`config.mk`:
```
export PLATFORM = sky130hd
export DESIGN_NAME = dragonfly_r4_const
export DESIGN_NICKNAME = d
export VERILOG_FILES = /design/src/rtl/dfly_pkg.sv /design/src/rtl/dfly_cmul.sv /design/src/rtl/dfly_addnet.sv /design/src/rtl/dfly_branch.sv /design/src/rtl/dragonfly_r4_const.sv
export SDC_FILE = /design/constraint.sdc
export NUM_CORES = 1
export LEC_CHECK = 0
export ABC_CLOCK_PERIOD_IN_PS = 8650
export BUFFER_PORTS_ARGS = -buffer_cell sky130_fd_sc_hd__buf_2
export CAP_MARGIN = 10
export CORE_ASPECT_RATIO = 1.25
export CORE_MARGIN = 2
export CORE_UTILIZATION = 57
export CTS_CLUSTER_SIZE = 25
export DETAILED_ROUTE_END_ITERATION = 8
export PLACE_DENSITY = 0.75
export SLEW_MARGIN = 40
export SYNTH_ARGS = -nofsm -noshare
export SYNTH_HDL_FRONTEND = slang
export SYNTH_HIERARCHICAL = 1
export SYNTH_SLANG_ARGS = --single-unit
```
`constraint.sdc`:
```
create_clock -name clk -period 8.65 [get_ports clk]
set_input_delay 2.1625 -clock clk [delete_from_list [all_inputs] [get_ports clk]]
set_output_delay 2.1625 -clock clk [all_outputs]
set_load 0.02 [all_outputs]
```
`src/rtl/dfly_pkg.sv`:
```
// Shared constants and elaboration-time twiddle arithmetic for the dragonfly node.
// Assumes: twiddle exponents are non-negative; trig values are evaluated with a
// series expansion on an angle wrapped into [-pi, pi] so no math library is needed.
package dfly_pkg;

    localparam int  BRANCHES = 4;
    localparam real TWO_PI   = 6.283185307179586;

    // Exponent used by branch m of a node with index k in an npts-point transform.
    function automatic int twiddle_index(input int m, input int k, input int npts);
        return (m * k) % npts;
    endfunction

    // Angle 2*pi*n/npts, wrapped into [-pi, pi] to keep the series accurate.
    function automatic real wrapped_angle(input int n, input int npts);
        int w;
        w = n % npts;
        if (w > npts / 2) w = w - npts;
        return TWO_PI * real'(w) / real'(npts);
    endfunction

    // Power series for sine (want_sin=1) or cosine (want_sin=0).
    function automatic real series_trig(input real x, input bit want_sin);
        real term;
        real acc;
        term = want_sin ? x : 1.0;
        acc  = term;
        for (int i = 1; i < 24; i++) begin
            if (want_sin) term = -term * x * x / real'((2 * i) * (2 * i + 1));
            else          term = -term * x * x / real'((2 * i - 1) * (2 * i));
            acc = acc + term;
        end
        return acc;
    endfunction

    // Scaled cosine of the twiddle, rounded to nearest (halves away from zero).
    function automatic int twiddle_cos_q(input int n, input int npts, input int frac);
        return int'(series_trig(wrapped_angle(n, npts), 1'b0) * real'(1 << frac));
    endfunction

    // Scaled sine of the twiddle; the twiddle itself is cos - j*sin.
    function automatic int twiddle_sin_q(input int n, input int npts, input int frac);
        return int'(series_trig(wrapped_angle(n, npts), 1'b1) * real'(1 << frac));
    endfunction

endpackage

```
`src/rtl/dfly_cmul.sv`:
```
// Shift-add multiplier by a signed elaboration-time constant.
// Works on magnitudes: the operand's absolute value is summed once per set bit of
// |COEF|, then the product sign is restored. Purely combinational.
// Assumes: |COEF| < 2**(TW+1) and PW >= IW+TW+2.
module dfly_cmul #(
    parameter int IW   = 7,
    parameter int TW   = 10,
    parameter int COEF = 1024,
    parameter int PW   = IW + TW + 2
) (
    input  logic signed [IW-1:0] op,
    output logic signed [PW-1:0] prod
);
    localparam int MAG = (COEF < 0) ? -COEF : COEF;
    localparam bit NEG = (COEF < 0);
    localparam int MB  = TW + 1;

    logic signed [PW-1:0] op_ext;
    logic        [PW-1:0] op_mag;
    logic        [PW-1:0] term [MB];
    logic        [PW-1:0] mag_sum;

    // Sign-extend the operand and take its magnitude.
    always_comb begin
        op_ext = PW'(op);
        op_mag = op_ext[PW-1] ? PW'(-op_ext) : PW'(op_ext);
    end

    // One shifted copy of the magnitude for each set bit of the constant.
    for (genvar b = 0; b < MB; b++) begin : g_term
        if (((MAG >> b) & 1) != 0) begin : g_on
            assign term[b] = op_mag << b;
        end else begin : g_off
            assign term[b] = '0;
        end
    end

    // Sum the partial products and restore the sign of the product.
    always_comb begin
        mag_sum = '0;
        for (int b = 0; b < MB; b++) mag_sum = mag_sum + term[b];
        prod = (op[IW-1] ^ NEG) ? -$signed(mag_sum) : $signed(mag_sum);
    end

endmodule

```
`src/rtl/dfly_addnet.sv`:
```
// Radix-4 add/subtract network with one register stage.
// Forms the four branch sums (quarter-turn rotations done by swap and negate)
// and captures them only when in_valid is high; otherwise the stage holds.
// Assumes: SW >= DW+2, so a four-term sum cannot overflow.
module dfly_addnet #(
    parameter int DW = 5,
    parameter int SW = DW + 2
) (
    input  logic                 clk,
    input  logic                 rst_n,
    input  logic                 in_valid,
    input  logic signed [DW-1:0] x_re [4],
    input  logic signed [DW-1:0] x_im [4],
    output logic                 st_valid,
    output logic signed [SW-1:0] s_re [4],
    output logic signed [SW-1:0] s_im [4]
);
    logic signed [SW-1:0] er [4];
    logic signed [SW-1:0] ei [4];
    logic signed [SW-1:0] nr [4];
    logic signed [SW-1:0] ni [4];

    // Widen the inputs with sign extension.
    always_comb begin
        for (int i = 0; i < 4; i++) begin
            er[i] = SW'(x_re[i]);
            ei[i] = SW'(x_im[i]);
        end
    end

    // Branch sums: 0 -> plain sum, 1 -> a-jb-c+jd, 2 -> a-b+c-d, 3 -> a+jb-c-jd.
    always_comb begin
        nr[0] = er[0] + er[1] + er[2] + er[3];
        ni[0] = ei[0] + ei[1] + ei[2] + ei[3];
        nr[1] = er[0] + ei[1] - er[2] - ei[3];
        ni[1] = ei[0] - er[1] - ei[2] + er[3];
        nr[2] = er[0] - er[1] + er[2] - er[3];
        ni[2] = ei[0] - ei[1] + ei[2] - ei[3];
        nr[3] = er[0] - ei[1] - er[2] + ei[3];
        ni[3] = ei[0] + er[1] - ei[2] - er[3];
    end

    // Stage register: load on valid, hold otherwise.
    always_ff @(posedge clk) begin
        if (!rst_n) begin
            st_valid <= 1'b0;
            for (int i = 0; i < 4; i++) begin
                s_re[i] <= '0;
                s_im[i] <= '0;
            end
        end else begin
            st_valid <= in_valid;
            if (in_valid) begin
                for (int i = 0; i < 4; i++) begin
                    s_re[i] <= nr[i];
                    s_im[i] <= ni[i];
                end
            end
        end
    end

    p_stage_valid_r8: assert property (@(posedge clk) disable iff (!rst_n)
        in_valid |=> st_valid);
    p_stage_idle_r8: assert property (@(posedge clk) disable iff (!rst_n)
        !in_valid |=> !st_valid);
    p_stage_hold_r9: assert property (@(posedge clk) disable iff (!rst_n)
        !in_valid |=> ($stable(s_re[0]) && $stable(s_im[0]) && $stable(s_re[1]) &&
                       $stable(s_im[1]) && $stable(s_re[2]) && $stable(s_im[2]) &&
                       $stable(s_re[3]) && $stable(s_im[3])));

endmodule

```
`src/rtl/dfly_branch.sv`:
```
// One output branch: either a zero-angle delay register, or a constant complex
// rotation by W^EXP = C - jS built from four shift-add multipliers, followed by
// round-half-up rescaling by 2**TW and an output register.
// Assumes: OW is wide enough for |sum|*sqrt(2); a checker guards this.
module dfly_branch #(
    parameter int SW   = 7,
    parameter int OW   = 8,
    parameter int TW   = 10,
    parameter int NPTS = 256,
    parameter int EXP  = 0
) (
    input  logic                 clk,
    input  logic                 rst_n,
    input  logic                 ld,
    input  logic signed [SW-1:0] p_in,
    input  logic signed [SW-1:0] t_in,
    output logic signed [OW-1:0] y_re,
    output logic signed [OW-1:0] y_im
);
    if ((EXP % NPTS) == 0) begin : g_delay
        // Zero angle: register the sum, matching the rotated branches' timing.
        always_ff @(posedge clk) begin
            if (!rst_n) begin
                y_re <= '0;
                y_im <= '0;
            end else if (ld) begin
                y_re <= OW'(p_in);
                y_im <= OW'(t_in);
            end
        end

        p_zero_pass_r7: assert property (@(posedge clk) disable iff (!rst_n)
            ld |=> (int'(y_re) == $past(int'(p_in)) && int'(y_im) == $past(int'(t_in))));

    end else begin : g_rotate
        localparam int C    = dfly_pkg::twiddle_cos_q(EXP, NPTS, TW);
        localparam int S    = dfly_pkg::twiddle_sin_q(EXP, NPTS, TW);
        localparam int PW   = SW + TW + 2;
        localparam int AW   = PW + 1;
        localparam int HALF = 1 << (TW - 1);

        logic signed [PW-1:0] pc, ts, tc, ps;
        logic signed [AW-1:0] acc_re, acc_im, rnd_re, rnd_im;

        dfly_cmul #(.IW(SW), .TW(TW), .COEF(C), .PW(PW)) u_pc (.op(p_in), .prod(pc));
        dfly_cmul #(.IW(SW), .TW(TW), .COEF(S), .PW(PW)) u_ts (.op(t_in), .prod(ts));
        dfly_cmul #(.IW(SW), .TW(TW), .COEF(C), .PW(PW)) u_tc (.op(t_in), .prod(tc));
        dfly_cmul #(.IW(SW), .TW(TW), .COEF(S), .PW(PW)) u_ps (.op(p_in), .prod(ps));

        // (P + jT)(C - jS) = (PC + TS) + j(TC - PS), then round half up.
        always_comb begin
            acc_re = AW'(pc) + AW'(ts);
            acc_im = AW'(tc) - AW'(ps);
            rnd_re = (acc_re + AW'(HALF)) >>> TW;
            rnd_im = (acc_im + AW'(HALF)) >>> TW;
        end

        // Output register for the rotated branch.
        always_ff @(posedge clk) begin
            if (!rst_n) begin
                y_re <= '0;
                y_im <= '0;
            end else if (ld) begin
                y_re <= rnd_re[OW-1:0];
                y_im <= rnd_im[OW-1:0];
            end
        end

        p_no_overflow_r11: assert property (@(posedge clk) disable iff (!rst_n)
            ld |-> ((rnd_re[AW-1:OW-1] == '0 || rnd_re[AW-1:OW-1] == '1) &&
                    (rnd_im[AW-1:OW-1] == '0 || rnd_im[AW-1:OW-1] == '1)));
    end

endmodule

```
`src/rtl/dragonfly_r4_const.sv`:
```
// Fully parallel radix-4 DIF node with build-time twiddles.
// Four complex inputs per cycle, four complex outputs two cycles later.
// Branch m is rotated by W^(m*K mod NPTS); zero-angle branches are delays.
// Assumes: 0 <= K, NPTS a power of four, TW >= 1.
module dragonfly_r4_const #(
    parameter int DW   = 5,
    parameter int TW   = 10,
    parameter int NPTS = 256,
    parameter int K    = 13
) (
    input  logic                   clk,
    input  logic                   rst_n,
    input  logic                   in_valid,
    input  logic signed [DW-1:0]   a_re,
    input  logic signed [DW-1:0]   a_im,
    input  logic signed [DW-1:0]   b_re,
    input  logic signed [DW-1:0]   b_im,
    input  logic signed [DW-1:0]   c_re,
    input  logic signed [DW-1:0]   c_im,
    input  logic signed [DW-1:0]   d_re,
    input  logic signed [DW-1:0]   d_im,
    output logic                   out_valid,
    output logic signed [DW+2:0]   y0_re,
    output logic signed [DW+2:0]   y0_im,
    output logic signed [DW+2:0]   y1_re,
    output logic signed [DW+2:0]   y1_im,
    output logic signed [DW+2:0]   y2_re,
    output logic signed [DW+2:0]   y2_im,
    output logic signed [DW+2:0]   y3_re,
    output logic signed [DW+2:0]   y3_im
);
    localparam int SW = DW + 2;
    localparam int OW = DW + 3;

    logic signed [DW-1:0] xr [4];
    logic signed [DW-1:0] xi [4];
    logic                 st_valid;
    logic signed [SW-1:0] s_re [4];
    logic signed [SW-1:0] s_im [4];
    logic signed [OW-1:0] br_re [dfly_pkg::BRANCHES];
    logic signed [OW-1:0] br_im [dfly_pkg::BRANCHES];

    assign xr[0] = a_re;  assign xi[0] = a_im;
    assign xr[1] = b_re;  assign xi[1] = b_im;
    assign xr[2] = c_re;  assign xi[2] = c_im;
    assign xr[3] = d_re;  assign xi[3] = d_im;

    dfly_addnet #(.DW(DW), .SW(SW)) u_add (
        .clk(clk), .rst_n(rst_n), .in_valid(in_valid),
        .x_re(xr), .x_im(xi),
        .st_valid(st_valid), .s_re(s_re), .s_im(s_im)
    );

    for (genvar m = 0; m < dfly_pkg::BRANCHES; m++) begin : g_br
        dfly_branch #(
            .SW(SW), .OW(OW), .TW(TW), .NPTS(NPTS),
            .EXP(dfly_pkg::twiddle_index(m, K, NPTS))
        ) u_br (
            .clk(clk), .rst_n(rst_n), .ld(st_valid),
            .p_in(s_re[m]), .t_in(s_im[m]),
            .y_re(br_re[m]), .y_im(br_im[m])
        );
    end

    assign y0_re = br_re[0];  assign y0_im = br_im[0];
    assign y1_re = br_re[1];  assign y1_im = br_im[1];
    assign y2_re = br_re[2];  assign y2_im = br_im[2];
    assign y3_re = br_re[3];  assign y3_im = br_im[3];

    // Output valid follows the stage valid by one cycle.
    always_ff @(posedge clk) begin
        if (!rst_n) out_valid <= 1'b0;
        else        out_valid <= st_valid;
    end

    p_out_valid_r8: assert property (@(posedge clk) disable iff (!rst_n)
        st_valid |=> out_valid);
    p_out_idle_r8: assert property (@(posedge clk) disable iff (!rst_n)
        !st_valid |=> !out_valid);
    p_branch0_sum_r1: assert property (@(posedge clk) disable iff (!rst_n)
        in_valid |=> ##1 (int'(y0_re) ==
            $past(int'(a_re) + int'(b_re) + int'(c_re) + int'(d_re), 2) &&
            int'(y0_im) ==
            $past(int'(a_im) + int'(b_im) + int'(c_im) + int'(d_im), 2)));

endmodule

```
==> impl.org <==
** Run status
- Status :: completed

** Clock tree
- CTS H-Tree Depth :: 4
- Buffers added to address setup during post-CTS repair amount to 0.
- After clock tree synthesis, the clock-pin slew on the worst setup and hold paths is approximately 70 ps.
- Post-cts hold buffer count :: 0
- Buffers inserted during clock tree synthesis total 17.
- The cell sitting at the root of the clock tree is a clkbuf_16.
- CTS saw 120 sinks.
- Maximum root-to-sink buffer count :: 2
- Post-cts sizing count :: 0
- TritonCTS built the clock tree.
- Clock latency of the later-clocked register in the worst-skew pair :: slightly below 500 ps

** Worst hold path
- Along the worst hold path, the cell count comes to 2.
- Worst min-delay path class :: reg2reg

** Synth
- Synth warnings :: 6
- Synthesis handed over a netlist of roughly 4300 instances.
- Average cell area after synthesis :: 8.66 um^2
- Cell area after technology mapping :: 36900 um^2

** GRT
- Across every metal layer, demand over resource in global routing totals about 25%.
- The number of antenna violations at the first check in global routing came to 17.
- The first global-routing pass estimated approximately 140000 um of wire.
- The via count of the first global-routing pass came to just under 30000.
- Entering global routing, the biggest net connects 81 pins.
- Global route total overflow :: 0

** Floorplanning
- For this configuration, the core starts out at a cell density of a little under three fifths.
- Number of ports placed on the die boundary :: 108
- Area of the placeable core :: 64200 um^2
- Area enclosed by the die boundary :: between 60000 and 70000 um^2
- Die width :: 232 um
- After floorplanning, the core was divided into ~100 placement rows.
- Measured along the y axis, the die boundary spans between 200 and 300 um.

** Detailed routing
- After detailed routing, the total wire length is approximately 82000 um.
- Detailed Route Iter0 Violations :: between 1000 and 1500
- In the final routed layout, each cell accounts on average for 15.0 um.
- In this run the remaining antenna-violating nets after routing total 0.
- In the routed layout, each cell is associated on average with a via count of ~5.4.
- The routed layout has slightly below 30000 vias.
- The first TritonRoute pass finished after 6 iterations.
- After detailed routing, the number of remaining DRC violations is 0.

** Cells and area
- For this run, the post-layout net count is ~5600.
- Fraction of layout instances using a drive strength above 1 :: 7.20%
- The layout has ~5700 filler cells.
- Layout overhead on the synthesized area :: 7.95%

** Critical path
- Across all register-to-register paths, the minimum setup slack is between 1000 and 1500 ps.
- Biggest fanout along the worst timing path :: 18
- The critical path is of the reg2reg type.
- Data arrives at the worst endpoint at slightly below 8000 ps.
- The worst setup path is captured at a flop.
- The worst setup path is launched from a flop.
- Cell depth of the worst flop-to-flop path :: 27
- Data required time at the worst endpoint :: approximately 9000 ps

** STA
- The number of hold-slack violations in the final timing report came to 0.
- Clock period minus final worst setup slack :: ~7500 ps
- After layout, the worst path uses slightly below 90% of the clock period.
- For the pin with the worst max-slew slack, the measured transition is a little under 800 ps.
- Headroom to the max-slew limit :: a little under half
- Setup repair after global routing left no endpoint under its margin.
- The max-slew violation count is 0.
- Setup TNS :: 0 ps
- Setup violations remaining at the end of the flow were counted as 0.
- Achievable Freq :: around 130 MHz
- For the final database, setup skew stands at ~15 ps.

** Place
- At the end of routability-driven placement, the weighted congestion stood at approximately 0.92.
- DP Wirelength :: 69500 um
- Quantity of I/O buffers inserted on ports :: roughly 110

** Flow run
- Reported max-cap violation count :: 0
## state kept, by name, summed over array words and instances, names as in the netlist
signal          cells
g_br.u_br/y_re     31
u_add/s_re         28
g_br.u_br/y_im     31
u_add/st_valid      1
out_valid           1
u_add/s_im         28
## cell usage in the layout (no fill, tap or decap), types with 20 or more instances in the layout
master	count
ha_1	566
nor3_1	54
inv_1	720
o21a_1	27
a21o_1	87
nand2_1	282
a21oi_1	167
o21bai_1	39
o21ai_0	124
nor2_1	149
buf_4	20
fa_1	402
and3_1	25
dfxtp_1	117
buf_2	105
conb_1	348
nand3b_1	31
o21ai_1	44
xnor2_1	301
o31ai_1	56
o211ai_1	22
or3_1	42
xor2_1	132
nand4_1	24
a211oi_1	35
nor2b_1	56
mux2i_1	55
nand3_1	94
nand2b_1	49
## final cells by class
| class | instances | area, um^2 | share of cell area, % |
|---|---|---|---|
| timing repair buffer | 126 | 687 | 1.73 |
| inverter | 727 | 2730 | 6.85 |
| sequential | 120 | 2410 | 6.05 |
| clock buffer | 17 | 425 | 1.07 |
| antenna | 2 | 5.00 | 0.0126 |
| clock inverter | 15 | 159 | 0.399 |
| multi-input combinational | 3621 | 32300 | 81.2 |
| tap | 848 | 1060 | 2.66 |
## metrics by stage
| step | hold slack [ps] | setup slack [ps] | utilization, % | instance area (um^2) | instances |
|---|---|---|---|---|---|
| 6_report | 446 | 1130 | 62.1 | 39800 | 5476 |
| 5_1_grt | 476 | 482 | 62.1 | 39800 | 5475 |
| 4_1_cts | 451 | 1150 | 62.0 | 39800 | 5474 |
| 3_5_place_dp | 442 | 1190 | 61.1 | 39200 | 5442 |
| 3_3_place_gp | 434 | 1310 | 61.1 | 39200 | 5442 |
| 2_1_floorplan | 425 | 1680 | - | 38100 | 4582 |
## worst paths after layout
kind	end	from
hold reg to reg	g_br[2].u_br/y_im[0]	g_br[2].u_br/y_im[0]
setup reg to reg	g_br[3].u_br/y_im[7]	u_add/s_re[0]
setup / recovery	g_br[3].u_br/y_im[7]	u_add/s_re[0]
hold / removal	g_br[2].u_br/y_im[0]	g_br[2].u_br/y_im[0]
## per-layer routing
metal  GRT usage [%]  wire, um
met1            29.7     33900
met2            47.2     42800
met4            8.68      2330
met3            3.41      2970
met5               0       148
## worst max-delay path, stage by stage (launching register included)
cell and delay, ps:
dfxtp_1 780, inv_1 280, ha_1 310, nand2_1 60, nand2_1 60, xor2_1 430, inv_1 160, fa_1 530
fa_1 520, inv_1 60, fa_1 530, inv_1 40, ha_1 440, o2111ai_1 250, nand3_1 120, o211ai_1 110
xor2_1 400, nand2_1 100, o21ai_0 220, xor2_1 160, inv_1 60, ha_1 270, ha_1 350, a21o_1 230
a21o_1 210, and2_1 170, o31a_1 270, o31a_1 270
Power is left out: the tool's default activity adds up to more than one toggle a clock period on the data nets, which glitch-free logic cannot reach.
